<file path="config.mk">
export PLATFORM = sky130hd
export DESIGN_NAME = aux_sched
export DESIGN_NICKNAME = d
export VERILOG_FILES = /design/src/rtl/aux_sched_pkg.sv /design/src/rtl/aux_rate_phase.sv /design/src/rtl/aux_pick.sv /design/src/rtl/aux_sched.sv
export SDC_FILE = /design/constraint.sdc
export NUM_CORES = 1
export LEC_CHECK = 0
export BUFFER_PORTS_ARGS = -buffer_cell sky130_fd_sc_hd__buf_4
export CAP_MARGIN = 20
export CORE_AREA = 8 8 57 59
export DETAILED_ROUTE_END_ITERATION = 16
export DIE_AREA = 0 0 65 67
export SLEW_MARGIN = 20
export SYNTH_ARGS = -nofsm -noshare
export SYNTH_HDL_FRONTEND = slang
export SYNTH_SLANG_ARGS = --single-unit
</file>
<file path="constraint.sdc">
create_clock -name clk -period 4.5 [get_ports clk]
set_clock_uncertainty 0.15 [all_clocks]
set_input_delay 0.9 -clock clk [delete_from_list [all_inputs] [get_ports clk]]
set_output_delay 0.9 -clock clk [all_outputs]
set_load 0.005 [all_outputs]
</file>
<file path="src/rtl/aux_sched_pkg.sv">
package aux_sched_pkg;
  localparam int MAX_TGT = 16;

  // Lowest set bit of a target mask; 0 when the mask is empty.
  function automatic int unsigned first_set(logic [MAX_TGT-1:0] v);
    int unsigned r;
    r = 0;
    for (int i = MAX_TGT - 1; i >= 0; i--) begin
      if (v[i]) r = i;
    end
    return r;
  endfunction
endpackage

</file>
<file path="src/rtl/aux_rate_phase.sv">
module aux_rate_phase #(
  parameter int DLY_W = 5
) (
  input  logic             clk,
  input  logic             rst_n,
  input  logic             step,
  input  logic [DLY_W-1:0] dly,
  output logic             at_zero
);
  logic [DLY_W-1:0] phase;

  // Wrap once the limit is reached or exceeded (the limit may drop below phase).
  function automatic logic [DLY_W-1:0] next_phase(logic [DLY_W-1:0] cur,
                                                  logic [DLY_W-1:0] lim);
    return (cur >= lim) ? '0 : cur + 1'b1;
  endfunction

  always_ff @(posedge clk or negedge rst_n) begin
    if (!rst_n)    phase <= '0;
    else if (step) phase <= next_phase(phase, dly);
  end

  assign at_zero = (phase == '0);

  assert_wrap_R3: assert property (@(posedge clk) disable iff (!rst_n)
    step && (phase >= dly) |=> phase == '0);
  assert_step_R3: assert property (@(posedge clk) disable iff (!rst_n)
    step && (phase < dly) |=> phase == $past(phase) + 1'b1);
  assert_hold_R9: assert property (@(posedge clk) disable iff (!rst_n)
    !step |=> $stable(phase));
endmodule

</file>
<file path="src/rtl/aux_pick.sv">
module aux_pick #(
  parameter int NT = 5,
  parameter int IW = 3
) (
  input  logic [NT-1:0] pend,
  output logic [IW-1:0] idx,
  output logic          any
);
  import aux_sched_pkg::*;

  assign any = |pend;
  assign idx = IW'(first_set(MAX_TGT'(pend)));

  always_comb begin
    if (any) assert_pick_valid_R2: assert (pend[idx]);
  end
endmodule

</file>
<file path="src/rtl/aux_sched.sv">
module aux_sched #(
  parameter int N_PER = 4,
  parameter int DLY_W = 5,
  localparam int NT   = N_PER + 1,
  localparam int IW   = $clog2(NT)
) (
  input  logic             clk,
  input  logic             rst_n,
  input  logic             sample_tick,
  input  logic [N_PER-1:0] per_en,
  input  logic [N_PER-1:0] per_slow,
  input  logic [DLY_W-1:0] rate_dly,
  input  logic             os_en,
  input  logic             os_irq_en,
  input  logic             xfer_done,
  input  logic             xfer_nack,
  output logic             req_valid,
  output logic [IW-1:0]    req_tgt,
  output logic             os_en_clr,
  output logic             os_done,
  output logic             os_irq,
  output logic [NT-1:0]    nack_hit
);
  localparam int OS_IDX = N_PER;

  logic [NT-1:0] pending;
  logic [NT-1:0] elig;
  logic [NT-1:0] cur_bit;
  logic [IW-1:0] cur_idx;
  logic          busy;
  logic          slot_open;
  // Named internal events
  logic          tick_take;
  logic          done_take;
  logic          os_finish;

  assign tick_take = sample_tick && !busy;
  assign done_take = xfer_done && busy;
  assign os_finish = done_take && (cur_idx == IW'(OS_IDX));
  assign cur_bit   = NT'(1) << cur_idx;

  aux_rate_phase #(.DLY_W(DLY_W)) u_phase (
    .clk     (clk),
    .rst_n   (rst_n),
    .step    (tick_take),
    .dly     (rate_dly),
    .at_zero (slot_open)
  );

  aux_pick #(.NT(NT), .IW(IW)) u_pick (
    .pend (pending),
    .idx  (cur_idx),
    .any  (busy)
  );

  for (genvar g = 0; g < N_PER; g++) begin : g_elig
    assign elig[g] = per_en[g] && (!per_slow[g] || slot_open);
  end
  assign elig[OS_IDX] = os_en;

  always_ff @(posedge clk or negedge rst_n) begin
    if (!rst_n) begin
      pending   <= '0;
      os_en_clr <= 1'b0;
      os_done   <= 1'b0;
      os_irq    <= 1'b0;
      nack_hit  <= '0;
    end else begin
      if (tick_take)      pending <= elig;
      else if (done_take) pending <= pending & ~cur_bit;
      os_en_clr <= os_finish;
      os_done   <= os_finish;
      os_irq    <= os_finish && os_irq_en;
      nack_hit  <= (done_take && xfer_nack) ? cur_bit : '0;
    end
  end

  assign req_valid = busy;
  assign req_tgt   = cur_idx;

  assert_hold_req_R10: assert property (@(posedge clk) disable iff (!rst_n)
    req_valid && !xfer_done |=> req_valid && $stable(req_tgt));
  assert_ascending_R2: assert property (@(posedge clk) disable iff (!rst_n)
    req_valid && xfer_done |=> !req_valid || (req_tgt > $past(req_tgt)));
  assert_os_last_R5: assert property (@(posedge clk) disable iff (!rst_n)
    os_done |-> !req_valid);
  assert_os_after_done_R6: assert property (@(posedge clk) disable iff (!rst_n)
    os_done |-> $past(xfer_done));
  assert_irq_gated_R7: assert property (@(posedge clk) disable iff (!rst_n)
    os_irq |-> os_done && $past(os_irq_en));
  assert_nack_single_R8: assert property (@(posedge clk) disable iff (!rst_n)
    (nack_hit != '0) |-> ($countones(nack_hit) == 1) && $past(xfer_nack));
endmodule

</file>
==> impl_metrics.py, run 1 <==
metrics = {
    "run_status": {
        "status": "finished, final reports clean",
    },
    "routing": {
        "drt_first_pass_iters": 4,
        "drt-met1-wl_um": 904,
        "wl_met2_um": 975,
        "top_layer": "met4",
        "wl_mm": 2.074,
        "num_vias": 779,
        "drtIter0Drc": 14,
        "route.met3.wl_um": 170,
        "routed_via_density": 4.962,
        "wire_per_inst_um": 13.21,
        "remaining_drc_errors": 0,
        "final_antenna_net_count": 0,
    },
    "timing": {
        "fin_tns_setup_ns": 0,
        "hold_viol_final": 0,
        "report.final.slew_viol_count": 0,
        "setup_viol": 0,
        "fin_crit_sh_pct": 55.91,
        "relSlewSlack_pct": 77.24,
        "rsz0062_at_grt": "false",
        "tightest_slew_ns": 0.3388,
        "period_minus_slack_ns": 2.516,
        "hold-worst-slack_ns": 0.3067,
        "fmax_ghz": 0.3975,
    },
    "logic_synthesis": {
        "yosys_register_bits": 17,
        "yosysTopAreaCell": "dfrtp_1",
        "ys.flop_type": "dfrtp_1",
        "synth_edf_count": 0,
        "synth-seq-area-share_pct": 46.32,
        "yosysUniqueCellTypes": 30,
        "synthArstFlopShare_pct": 100.0,
        "yosys-top-cells-count": "dfrtp_1, nand2_1, inv_1, ha_1",
        "syn_avg_cell_area_um2": 9.667,
        "synth_fp_nets": 122,
        "syn_area_um2": 918.4,
        "synthCells": 95,
        "yosys_warnings": 0,
        "synth_area_leaders": "dfrtp_1, ha_1, nand2_1",
        "yosysMostFrequentCell": "dfrtp_1",
        "yosysTopAreaCellShare_pct": 46.32,
    },
    "setup_path": {
        "slowest_stage": "dfrtp_1",
        "rrSetupSlack_ns": 2.47,
        "cp.arrival_ns": 1.47,
        "cp-end-kind": "output port",
        "worstReg2RegEnd": "u_phase.phase[2]",
        "criticalPathCategory": "register to output port",
        "cp-startpoint": "pending[2]",
        "path_depth": 3,
        "cp_max_fo": 5,
        "required_ns": 3.45,
        "path_buf_inv": 1,
        "cpLargestDelayFamily": "simple AND/OR/NAND/NOR gates",
        "crit_end": "req_tgt[2]",
        "rr_worst_depth": 7,
        "critPathLaunchType": "register",
        "crit_path_cell_trace": "nor4_4 -> and2_2 -> buf_4",
        "cpPeakStageDelay_ns": 0.46,
        "timing.rr.start": "u_phase.phase[0]",
    },
    "clocking": {
        "clkTransAtPathRegs_ns": 0.10,
        "clock_path_buffers": 2,
        "cts_buffers": 3,
        "cts_setup_buffers": 0,
        "clock_sinks": 17,
        "htree_levels": 1,
        "cts-resized-gates": 0,
        "cts_tree": "yes",
        "hold_buffers": 0,
        "clk_latency_ns": 0.28,
        "cts_root_buf": "clkbuf_4",
    },
    "place": {
        "place_congestion": 0.7915,
        "port-buffer-count": 31,
        "dp_hpwl_mm": 1.689,
    },
    "power_and_ir_drop": {
        "ir_drop_uv": 251.0,
        "power_uw": 612.4,
        "power_per_cell_area_nw_per_um2": 512.5,
        "cellLeakagePower_nw": 0.6154,
    },
    "die": {
        "ios": 32,
        "start_util_pct": 38.84,
        "die_area_um2": 4355,
        "fp.dieH_um": 67,
        "die_width_um": 65,
        "rows": 18,
        "coreArea_um2": 2365,
    },
    "global_routing": {
        "overflow": 0,
        "grt_use_total_pct": 9.379,
        "grt_pass1_wl_mm": 3.222,
        "antenna_found_initial": 0,
        "grt_max_degree": 18,
        "grt_pass1_vias": 738,
    },
    "layout": {
        "drive_above_1_share_pct": 32.28,
        "synthToLayoutAreaGrowth_pct": 30.11,
        "diodes": 0,
        "n_fill_cell": 238,
        "seqCellArea_um2": 425.4,
        "multi_input_area_um2": 431.7,
        "fin_util_pct": 50.53,
        "fin_nets": 155,
    },
    "min_path": {
        "min_path_type": "primary input to async pin",
    },
    "flow_run": {
        "drv_cap": 0,
    },
}
-- worst min path at each step --
stage,start,endpoint,slack [ns],depth (start not counted)
after floorplan,u_phase.phase[0],u_phase.phase[0],0.34,1
after global placement,u_phase.phase[0],u_phase.phase[0],0.37,1
after detailed placement,u_phase.phase[0],u_phase.phase[0],0.39,1
after CTS,rst_n,nack_hit[1],0.31,1
after global routing,rst_n,os_done,0.31,1
final,rst_n,nack_hit[1],0.31,1
-- cell usage in the layout (no fill, tap or decap), drive strengths merged, types with 2 or more instances in the layout --
cell type | synthesis | layout
dfrtp | 17 | 17
nand2 | 13 | 13
ha | 7 | 7
nor4 | 3 | 3
nor3 | 3 | 3
o21a | 3 | 3
a21o | 2 | 2
nor2 | 3 | 3
a21oi | 3 | 3
and3 | 3 | 3
nand3 | 7 | 7
buf | 2 | 31
a22o | 2 | 2
clkbuf | 1 | 4
and2 | 2 | 2
inv | 11 | 11
o21ai | 7 | 7
-- flip-flops by register name (all words and copies together) (netlist names) --
register / cells
os_irq: 1
u_phase.phase: 5
os_done: 1
nack_hit: 5
pending: 5
-- report_power, final --
group          total [mW]  internal (mW)  switching [mW]
combinational       0.284          0.150           0.133
sequential          0.248          0.196          0.0519
clock              0.0809         0.0344          0.0465
-- kinds of logic (layout without fill, tap and decap cells) --
kind of cell,after synthesis,count (layout),synth area share (%)
simple gates,38,38,23.16
compound gates,19,19,14.30
flops,17,17,46.32
fa+ha+maj,7,7,9.536
buf+inv,14,46,6.675
-- worst register-to-register path: cells and delay by family (launching register included) --
| kind | cells | cell delay [ns] |
|---|---|---|
| DFF | 1 | 0.43 |
| buffers and inverters | 1 | 0.09 |
| adders and majority gates | 1 | 0.26 |
| and+or+nand+nor | 2 | 0.26 |
| AOI/OAI and AO/OA | 3 | 0.77 |
-- per-layer routing --
metal,track usage (%),vias to the layer above
met3,3.188,2
met5,0,-
met1,10.88,359
li1,-,391
met2,15.03,27
met4,4.905,0
-- final cells by class --
cell class	count	area share [%]
Timing Repair Buffer	31	19.48
Multi-Input combinational cell	64	36.13
Inverter	11	3.455
Tap cell	30	3.141
Sequential cell	17	35.60
Clock buffer	4	2.199
-- metrics by stage --
| step | setup slack [ns] | area, um^2 | std cells |
|---|---|---|---|
| floorplan | 2.192 | 918.4 | 95 |
| global placement | 2.002 | 1169 | 153 |
| detailed placement | 1.936 | 1169 | 153 |
| CTS | 1.963 | 1195 | 157 |
| global route | 1.868 | 1195 | 157 |
| finish | 1.984 | 1195 | 157 |
No activity file was read; power rests on OpenSTA's default activity.
==> run 2, diff against run 1 <==
- ABC_AREA: unset -> 1
- CORE_AREA: 8 8 57 59 -> 8 8 59 61
- DIE_AREA: 0 0 65 67 -> 0 0 67 69
- PLACE_DENSITY: unset -> 0.66
- clock period: 4.5 -> 2.23 ns (I/O delays scaled with it)
==> run 2 against run 1 <==
Wire length increased by 5.0%. Die area increased by 6.2%. Design area increased by 7.3%. Critical endpoint unchanged. Largest cell class unchanged. Critical path depth increased by 1. Synthesized area increased by 6.9%. Largest power group unchanged. Core utilization decreased by 1.5 points. Register-to-register slack got worse by 1.9 ns. Synthesized cell count increased by 29%. Critical path type unchanged. Clock power increased by 100%. Clock-buffer cell count unchanged.
==> impl_metrics.py, run 2 <==
metrics = {
    "routing": {
        "wire_per_inst_um": 11.52,
        "drt_first_pass_iters": 5,
        "routed_via_density": 4.698,
        "remaining_drc_errors": 0,
        "num_vias": 888,
        "wl_mm": 2.177,
        "drtIter0Drc": 35,
        "final_antenna_net_count": 0,
    },
    "power_and_ir_drop": {
        "ir_drop_uv": 563.3,
        "cellLeakagePower_nw": 0.7505,
        "power_per_cell_area_nw_per_um2": 1090,
    },
    "die": {
        "die_width_um": 67,
        "start_util_pct": 37.56,
        "ios": 32,
        "fp.dieH_um": 69,
        "rows": 19,
        "die_area_um2": 4623,
        "coreArea_um2": 2615,
    },
    "setup_path": {
        "rrSetupSlack_ns": 0.57,
        "worstReg2RegEnd": "u_phase.phase[3]",
        "slowest_stage": "dfrtp_1",
        "cp-end-kind": "output port",
        "cp.arrival_ns": 1.38,
        "rr_worst_depth": 8,
        "cpLargestDelayFamily": "simple AND/OR/NAND/NOR gates",
        "cp_max_fo": 7,
        "crit_path_cell_trace": "nor2_4 -> nand3_1 -> inv_1 -> buf_4",
        "required_ns": 1.63,
        "timing.rr.start": "u_phase.phase[2]",
        "critPathLaunchType": "register",
        "path_buf_inv": 2,
        "criticalPathCategory": "register to output port",
        "cpPeakStageDelay_ns": 0.43,
    },
    "clocking": {
        "cts_tree": "yes",
        "cts_root_buf": "clkbuf_4",
        "clk_latency_ns": 0.29,
        "clock_sinks": 17,
        "clock_path_buffers": 2,
        "cts-resized-gates": 0,
        "clkTransAtPathRegs_ns": 0.09,
        "htree_levels": 1,
        "cts_buffers": 3,
    },
    "layout": {
        "fin_nets": 186,
        "fin_util_pct": 49.04,
        "diodes": 0,
        "n_fill_cell": 278,
        "largestRegisters": "nack_hit: 5 flops, pending: 5 flops, u_phase.phase: 5 flops",
        "drive_above_1_share_pct": 27.22,
        "synthToLayoutAreaGrowth_pct": 30.57,
        "layout.cells.most_common_list": "nand2_1, buf_4, inv_1, dfrtp_1, nand3_1",
        "final_common_cell": "nand2_1",
        "design_area_um2": 1282,
    },
    "global_routing": {
        "grt_pass1_vias": 936,
        "antenna_found_initial": 0,
        "grt_pass1_wl_mm": 3.919,
        "grt_use_total_pct": 10.23,
        "overflow": 0,
        "grt_max_degree": 18,
    },
    "logic_synthesis": {
        "synth_area_leaders": "dfrtp_1, nand2_1, ha_1",
        "yosysTopAreaCell": "dfrtp_1",
        "synth-seq-area-share_pct": 43.31,
        "yosysMostFrequentCell": "nand2_1",
        "yosys_warnings": 0,
        "ys.flop_type": "dfrtp_1",
        "yosysTopAreaCellShare_pct": 43.31,
        "synthArstFlopShare_pct": 100.0,
        "synthCells": 123,
        "yosysUniqueCellTypes": 20,
        "syn_area_um2": 982.2,
        "synth_edf_count": 0,
        "yosys-top-cells-count": "nand2_1, inv_1, dfrtp_1, nand3_1, nor2_1",
        "yosys_register_bits": 17,
        "syn_avg_cell_area_um2": 7.985,
        "synth_fp_nets": 150,
    },
    "place": {
        "dp_hpwl_mm": 1.808,
        "placed_cell_area_um2": 1246,
        "place_congestion": 0.8295,
        "port-buffer-count": 31,
    },
    "flow_run": {
        "drv_cap": 0,
    },
    "timing": {
        "hold-worst-slack_ns": 0.2267,
        "setup_viol": 0,
        "period_minus_slack_ns": 1.980,
        "rsz0062_at_grt": "false",
        "report.final.slew_viol_count": 0,
        "fmax_ghz": 0.5050,
        "tightest_slew_ns": 0.3052,
        "relSlewSlack_pct": 79.58,
        "fin_tns_setup_ns": 0,
        "hold_viol_final": 0,
        "fin_crit_sh_pct": 88.80,
    },
    "min_path": {
        "hold_end": "pending[4]",
        "hold_depth": 3,
        "min_path_type": "primary input to register",
        "worstHoldStart": "os_en",
    },
    "run_status": {
        "status": "finished, final reports clean",
    },
}
## run 2: cell type report
type / count / area (um^2) / area share [%]
Multi-Input combinational cell: 84 / 465.4 / 36.29
Timing Repair Buffer: 32 / 242.7 / 18.93
Sequential cell: 17 / 425.4 / 33.17
Tap cell: 31 / 38.79 / 3.024
Inverter: 21 / 83.83 / 6.537
Clock buffer: 4 / 26.28 / 2.049
## run 2: worst max-delay path by stage
stage	from	endpoint	slack, ns	depth (start not counted)
after global routing	pending[1]	req_tgt[2]	0.06	4
after CTS	pending[1]	req_tgt[2]	0.22	4
after floorplan	rate_dly[4]	u_phase.phase[0]	0.73	7
after global placement	rate_dly[4]	u_phase.phase[3]	0.54	8
after detailed placement	rate_dly[4]	u_phase.phase[3]	0.49	8
final	pending[1]	req_tgt[2]	0.25	4
## run 2: worst min-delay path, delay by kind of cell
kind | cells | cell delay [ns]
AO/OA/AOI/OAI | 1 | 0.06
AND/OR/NAND/NOR | 1 | 0.04
buffers and inverters | 1 | 0.08
## run 2: power by group
part | switching (mW) | internal, mW
Clock | 0.0923 | 0.0695
Sequential | 0.103 | 0.405
Combinational | 0.413 | 0.315
Total | 0.609 | 0.789
## run 2: per-layer routing
layer / vias up / track usage (%) / part of all wire, %
met1: 402 / 11.62 / 39
li1: 453 / - / -
met2: 29 / 17.13 / 49
met4: 0 / 3.488 / 1.1
met5: - / 0 / 0
met3: 4 / 3.393 / 11
## run 2: cell families (layout without fill, tap and decap cells)
kind of cell               Yosys count  after routing  synth area share, %
AOI/OAI and AO/OA                    5              5                2.547
xor gates and xnor gates             2              2                1.784
adders and majority gates            7              7                8.917
buffers and inverters               22             57                9.300
DFF                                 17             17                43.31
and+or+nand+nor                     70             70                34.14
## run 2: timing repair
action,4_1_cts,5_1_grt
endpoints found under the setup margin,0,0
hold buffers,1,0
setup buffers,0,0
endpoints found under the hold margin,17,0
## run 2: per-stage QoR
stage	cells	total power [mW]	setup WS, ns
after floorplan	123	0.9786	0.7264
after global placement	184	1.228	0.5434
after detailed placement	184	1.254	0.4854
after CTS	189	1.419	0.2243
after global routing	189	1.562	0.06456
final	189	1.398	0.2498
